<file path="config.mk">
export PLATFORM = sky130hd
export DESIGN_NAME = fetch_dispatch_unit
export DESIGN_NICKNAME = d
export VERILOG_FILES = /design/src/rtl/fd_pkg.sv /design/src/rtl/fd_control.sv /design/src/rtl/fd_datapath.sv /design/src/rtl/fetch_dispatch_unit.sv
export SDC_FILE = /design/constraint.sdc
export NUM_CORES = 1
export LEC_CHECK = 0
export BUFFER_PORTS_ARGS = -buffer_cell sky130_fd_sc_hd__buf_4
export CAP_MARGIN = 40
export CORE_MARGIN = 2
export CORE_UTILIZATION = 48
export CTS_BUF_LIST = sky130_fd_sc_hd__clkbuf_4 sky130_fd_sc_hd__clkbuf_8
export DETAILED_ROUTE_END_ITERATION = 7
export PLACE_DENSITY = 0.91
export SLEW_MARGIN = 15
export SYNTH_ARGS = -nofsm -noshare
export SYNTH_HDL_FRONTEND = slang
export SYNTH_SLANG_ARGS = --single-unit
</file>
<file path="constraint.sdc">
create_clock -name clk -period 3.65 [get_ports clk]
set_input_delay 0.365 -clock clk [delete_from_list [all_inputs] [get_ports clk]]
set_output_delay 0.365 -clock clk [all_outputs]
set_load 0.005 [all_outputs]
</file>
<file path="src/rtl/fd_pkg.sv">
package fd_pkg;
  localparam int NUM_SLOTS = 3;

  typedef struct packed {
    logic fetchEn;   // memory read is active, counter may advance
    logic redirect;  // taken branch accepted this cycle
  } fdStrobe_t;
endpackage

</file>
<file path="src/rtl/fd_control.sv">
module fd_control
  import fd_pkg::*;
(
  input  logic      clk,
  input  logic      rst,
  input  logic      brTaken,
  output fdStrobe_t strobe,
  output logic      readEn,
  output logic      flushAll
);
  logic runEn;
  logic flushReg;
  logic takeBranch;

  // A branch is honoured only when fetch is live and not inside a flush bubble
  assign takeBranch = runEn & brTaken & ~flushReg;

  always_ff @(posedge clk) begin
    if (rst) begin
      runEn    <= 1'b0;
      flushReg <= 1'b0;
    end else begin
      runEn    <= 1'b1;
      flushReg <= takeBranch;
    end
  end

  assign strobe.fetchEn  = runEn;
  assign strobe.redirect = takeBranch;
  assign readEn          = runEn;
  assign flushAll        = flushReg;

  // flush never lasts longer than one cycle
  assert_flush_single_R7: assert property (@(posedge clk) disable iff (rst)
    flushAll |=> !flushAll);

  // no branch is accepted before fetch is live
  assert_no_early_branch_R8: assert property (@(posedge clk) disable iff (rst)
    !readEn |=> !flushAll);
endmodule

</file>
<file path="src/rtl/fd_datapath.sv">
module fd_datapath
  import fd_pkg::*;
#(
  parameter int          ADDR_W   = 10,
  parameter int          SLOT_W   = 16,
  parameter logic [15:0] NOP_CODE = 16'hF0F0,
  parameter int          RESET_PC = 0
) (
  input  logic                        clk,
  input  logic                        rst,
  input  fdStrobe_t                   strobe,
  input  logic [ADDR_W-1:0]           brTarget,
  input  logic [NUM_SLOTS*SLOT_W-1:0] fetchWord,
  output logic [ADDR_W-1:0]           pcOut,
  output logic [ADDR_W-1:0]           issuePc,
  output logic [NUM_SLOTS*SLOT_W-1:0] slotBus
);
  localparam logic [ADDR_W-1:0] PC_INIT = ADDR_W'(RESET_PC);
  localparam logic [SLOT_W-1:0] NOP_SLOT = SLOT_W'(NOP_CODE);

  logic [ADDR_W-1:0] pcReg;
  logic [ADDR_W-1:0] issuePcReg;

  always_ff @(posedge clk) begin
    if (rst) begin
      pcReg      <= PC_INIT;
      issuePcReg <= PC_INIT;
    end else if (strobe.redirect) begin
      pcReg      <= brTarget;
      issuePcReg <= pcReg;
    end else if (strobe.fetchEn) begin
      pcReg      <= pcReg + ADDR_W'(1);
      issuePcReg <= pcReg;
    end
  end

  for (genvar s = 0; s < NUM_SLOTS; s++) begin : gSlot
    logic [SLOT_W-1:0] slotReg;
    always_ff @(posedge clk) begin
      if (rst || strobe.redirect || !strobe.fetchEn)
        slotReg <= NOP_SLOT;
      else
        slotReg <= fetchWord[s*SLOT_W +: SLOT_W];
    end
    assign slotBus[s*SLOT_W +: SLOT_W] = slotReg;

    // squashed word never reaches a pipe
    assert_slot_squash_R6: assert property (@(posedge clk) disable iff (rst)
      strobe.redirect |=> slotReg == NOP_SLOT);
  end

  assign pcOut   = pcReg;
  assign issuePc = issuePcReg;

  assert_pc_step_R3: assert property (@(posedge clk) disable iff (rst)
    (strobe.fetchEn && !strobe.redirect) |=> pcReg == $past(pcReg) + ADDR_W'(1));

  assert_pc_target_R6: assert property (@(posedge clk) disable iff (rst)
    strobe.redirect |=> pcReg == $past(brTarget));

  assert_pc_hold_R2: assert property (@(posedge clk) disable iff (rst)
    !strobe.fetchEn |=> $stable(pcReg));
endmodule

</file>
<file path="src/rtl/fetch_dispatch_unit.sv">
module fetch_dispatch_unit
  import fd_pkg::*;
#(
  parameter int          ADDR_W   = 10,
  parameter int          SLOT_W   = 16,
  parameter logic [15:0] NOP_CODE = 16'hF0F0
) (
  input  logic                        clk,
  input  logic                        rst,
  output logic [ADDR_W-1:0]           imemAddr,
  output logic                        imemRead,
  input  logic [NUM_SLOTS*SLOT_W-1:0] imemData,
  input  logic                        brTaken,
  input  logic [ADDR_W-1:0]           brTarget,
  output logic [SLOT_W-1:0]           instrPipe1,
  output logic [SLOT_W-1:0]           instrPipe2,
  output logic [SLOT_W-1:0]           instrPipe3,
  output logic [ADDR_W-1:0]           curPc,
  output logic                        flushAll
);
  fdStrobe_t                   strobe;
  logic [NUM_SLOTS*SLOT_W-1:0] slotBus;

  fd_control uCtrl (
    .clk      (clk),
    .rst      (rst),
    .brTaken  (brTaken),
    .strobe   (strobe),
    .readEn   (imemRead),
    .flushAll (flushAll)
  );

  fd_datapath #(
    .ADDR_W   (ADDR_W),
    .SLOT_W   (SLOT_W),
    .NOP_CODE (NOP_CODE),
    .RESET_PC (0)
  ) uPath (
    .clk       (clk),
    .rst       (rst),
    .strobe    (strobe),
    .brTarget  (brTarget),
    .fetchWord (imemData),
    .pcOut     (imemAddr),
    .issuePc   (curPc),
    .slotBus   (slotBus)
  );

  assign instrPipe1 = slotBus[0*SLOT_W +: SLOT_W];
  assign instrPipe2 = slotBus[1*SLOT_W +: SLOT_W];
  assign instrPipe3 = slotBus[2*SLOT_W +: SLOT_W];

  // during a flush every pipe sees an empty slot
  assert_flush_nops_R6: assert property (@(posedge clk) disable iff (rst)
    flushAll |-> (instrPipe1 == SLOT_W'(NOP_CODE) && instrPipe2 == SLOT_W'(NOP_CODE)
                  && instrPipe3 == SLOT_W'(NOP_CODE)));

  // shared pc trails the fetch address by one cycle
  assert_cur_pc_R5: assert property (@(posedge clk) disable iff (rst)
    !$past(rst) |-> curPc == $past(imemAddr));
endmodule

</file>
==> impl_metrics.env <==
export IMPL_outcome="finished, final reports clean"
export IMPL_numCtsBuffers=9
export IMPL_die_area_um2=5290
export IMPL_place_congestion=0.751
export IMPL_syn_nets=273
export IMPL_rsz0062_at_grt="false"
export IMPL_ys_ff_latch=70
export IMPL_htreeDepth=3
export IMPL_grt_antenna_before_repair=0
export IMPL_muxShareOfSynthArea_pct=4.41
export IMPL_cts_root_buf="clkbuf_8"
export IMPL_ys_types=31
export IMPL_fmax_mhz=463
export IMPL_cts_sinks=70
export IMPL_cts_setup_buffers=0
export IMPL_finalSetupTns_ns=0
export IMPL_grt_pass1_vias=1765
export IMPL_grt_pass1_wl_mm=8.16
export IMPL_timing_hold_ws_ns=0.220
export IMPL_rows=25
export IMPL_hold_class="primary input to flop"
export IMPL_r2r_start="uCtrl.readEn"
export IMPL_layout_commonest_cell="buf_4"
export IMPL_wl_per_cell_um=13.7
export IMPL_leakagePower_uw=0.00161
export IMPL_hold_path_depth=2
export IMPL_yosysWarnings=0
export IMPL_crit_required_ns=3.87
export IMPL_die_height_um=72.7
export IMPL_place_hpwl_mm=4.00
export IMPL_antennaDiodeCount=0
export IMPL_min_period_ns=2.16
export IMPL_yosysSeqAreaShare_pct=61.8
export IMPL_worstPathArrival_ns=2.38
export IMPL_final_max_slew_viol_count=0
export IMPL_min_from="imemData[47]"
export IMPL_p_per_area_nw_per_um2=488
export IMPL_gr_total_overflow=0
export IMPL_syn_area_um2=2270
export IMPL_start_util_pct=49.0
export IMPL_grt_util_all_layers_pct=20.2
export IMPL_wl_mm=5.47
export IMPL_routed_via_count=1985
export IMPL_hold_viol=0
export IMPL_cts_tree="yes"
export IMPL_hold_buffers=0
export IMPL_syn_avg_cell_area_um2=10.8
export IMPL_drive_gt1_share_pct=43.5
export IMPL_r2r_cells=6
export IMPL_reg2reg_to="uPath.gSlot[1].slotReg[8]"
export IMPL_route_detailed_drc=0
export IMPL_ios=131
export IMPL_first_iter_violations=115
export IMPL_tightest_slew_ns=0.550
export IMPL_relSlewSlack_pct=63.3
export IMPL_reg2reg_slack_ns=1.49
export IMPL_whs_endpoint="uPath.gSlot[2].slotReg[15]"
export IMPL_fin_crit_sh_pct=59.1
export IMPL_synthToLayoutAreaGrowth_pct=54.6
export IMPL_die_w_um=72.7
export IMPL_synthCells=211
export IMPL_finalNetCount=403
export IMPL_grt_max_degree=48
export IMPL_cp_max_fo=28
export IMPL_antenna_left=0
export IMPL_clk_pin_slew_ns=0.07
export IMPL_ir_worst_vdd_mv=0.283
export IMPL_crit_path_start="uCtrl.readEn"
export IMPL_worstSetupStartpointType="flop"
export IMPL_clockBufferDepth=2
export IMPL_via_per_inst=4.97
export IMPL_first_pass_iters=4
export IMPL_portBuffers=130
export IMPL_max_cap_violations=0
export IMPL_synth_compound_area_share_pct=5.35
export IMPL_synth_fa_ha_area_share_pct=0.552
export IMPL_coreArea_um2=4630
export IMPL_fin_skew_ns=0.00833
export IMPL_synth_xor_xnor_area_share_pct=1.16
export IMPL_setup_viol=0
export IMPL_synth_simple_area_share_pct=24.2
export IMPL_ctsResizeCount=0
export IMPL_clk_latency_ns=0.33
export IMPL_synth_top_family_by_area="simple AND/OR/NAND/NOR gates"
export IMPL_criticalPathCategory="flop to flop"
export IMPL_layout_common_cells="132 x buf_4, 70 x dfxtp_1, 27 x or3_1, 24 x and2_1, 18 x nor2_1"
export IMPL_critPathCaptureType="flop"
-- registers in the layout, indices dropped and copies added, names as in the netlist --
name                 cells
uPath.pcOut             10
uCtrl.flushAll           1
uPath.gSlot.slotReg     48
uPath.issuePc           10
uCtrl.readEn             1
-- per-layer routing --
layer | global-route usage, % | vias to the layer above | part of all wire, %
met5 | 0 | - | 0
met4 | 10.1 | 0 | 2.0
met3 | 4.56 | 9 | 7.1
met2 | 33.2 | 91 | 53
met1 | 24.9 | 902 | 38
li1 | - | 983 | -
-- layout make-up --
| class | instances | area (µm²) |
|---|---|---|
| clock buffer | 9 | 124 |
| clock inverter | 6 | 111 |
| fill | 327 | 1120 |
| inverter | 1 | 3.75 |
| multi-input combinational | 127 | 808 |
| sequential | 70 | 1400 |
| tap | 54 | 67.6 |
| timing repair buffer | 132 | 991 |
-- where the power goes --
| group | switching [µW] | internal, µW |
|---|---|---|
| Clock | 271 | 450 |
| Sequential | 23.0 | 798 |
| Combinational | 63.0 | 106 |
-- how the worst max path moves through the flow --
stage          slack, ns                        end  depth (start not counted)
4_1_cts             1.47  uPath.gSlot[1].slotReg[8]                          6
3_3_place_gp        1.32  uPath.gSlot[0].slotReg[9]                          5
6_report            1.49  uPath.gSlot[1].slotReg[8]                          6
3_5_place_dp        1.48  uPath.gSlot[1].slotReg[8]                          6
5_1_grt             1.21  uPath.gSlot[2].slotReg[1]                          6
2_1_floorplan       2.29             uPath.pcOut[6]                          4
-- critical path, cell delays in order, from the launching register on --
cell      delay [ns]
dfxtp_1         0.31
buf_4           0.31
nand3b_2        0.30
nand2_1         0.52
nor2_1          0.22
buf_4           0.23
and2_1          0.16
-- cell usage after synthesis --
| cell type | n | area share (%) |
|---|---|---|
| clkbuf_1 | 8 | 1.3 |
| a221oi_1 | 2 | 0.77 |
| nor3_1 | 2 | 0.44 |
| dfxtp_1 | 70 | 62 |
| ha_1 | 1 | 0.55 |
| a311oi_1 | 4 | 1.5 |
| and3b_1 | 1 | 0.39 |
| nand2_1 | 7 | 1.2 |
| mux2i_1 | 10 | 4.4 |
| a21oi_1 | 2 | 0.44 |
| nand4_2 | 1 | 0.55 |
| nor2b_1 | 4 | 1.1 |
| xor2_1 | 2 | 0.77 |
| nand3_1 | 5 | 1.1 |
| or2_0 | 1 | 0.28 |
| inv_1 | 1 | 0.17 |
| nand2b_1 | 1 | 0.28 |
| or3_1 | 27 | 7.4 |
| o21ai_0 | 3 | 0.66 |
| nor3b_1 | 1 | 0.33 |
| a211oi_1 | 2 | 0.66 |
| clkbuf_2 | 2 | 0.44 |
| nand4_1 | 2 | 0.55 |
| a41o_1 | 1 | 0.44 |
| xnor2_1 | 1 | 0.39 |
| nand3b_2 | 1 | 0.50 |
| buf_2 | 3 | 0.66 |
| and2_1 | 24 | 6.6 |
| nor3_2 | 1 | 0.44 |
| a31oi_1 | 3 | 0.83 |
| nor2_1 | 18 | 3.0 |
-- logic make-up after synthesis --
family                     after synthesis
xor gates and xnor gates                 3
muxes                                   10
adders and majority gates                1
buffers and inverters                   14
DFF                                     70
AOI/OAI and AO/OA                       17
and+or+nand+nor                         96
-- through the flow --
stage	worst slack, ns	cells	util, %	area, µm²	total power, µW
final	1.49	399	75.8	3510	1710
after global routing	1.21	399	75.8	3510	1770
after CTS	1.47	399	75.8	3510	1720
after detailed placement	1.48	384	70.7	3270	1010
after global placement	1.32	383	70.5	3260	1000
after floorplan	2.29	211	-	2270	895
Note: power is estimated with default switching activity, not from simulation.
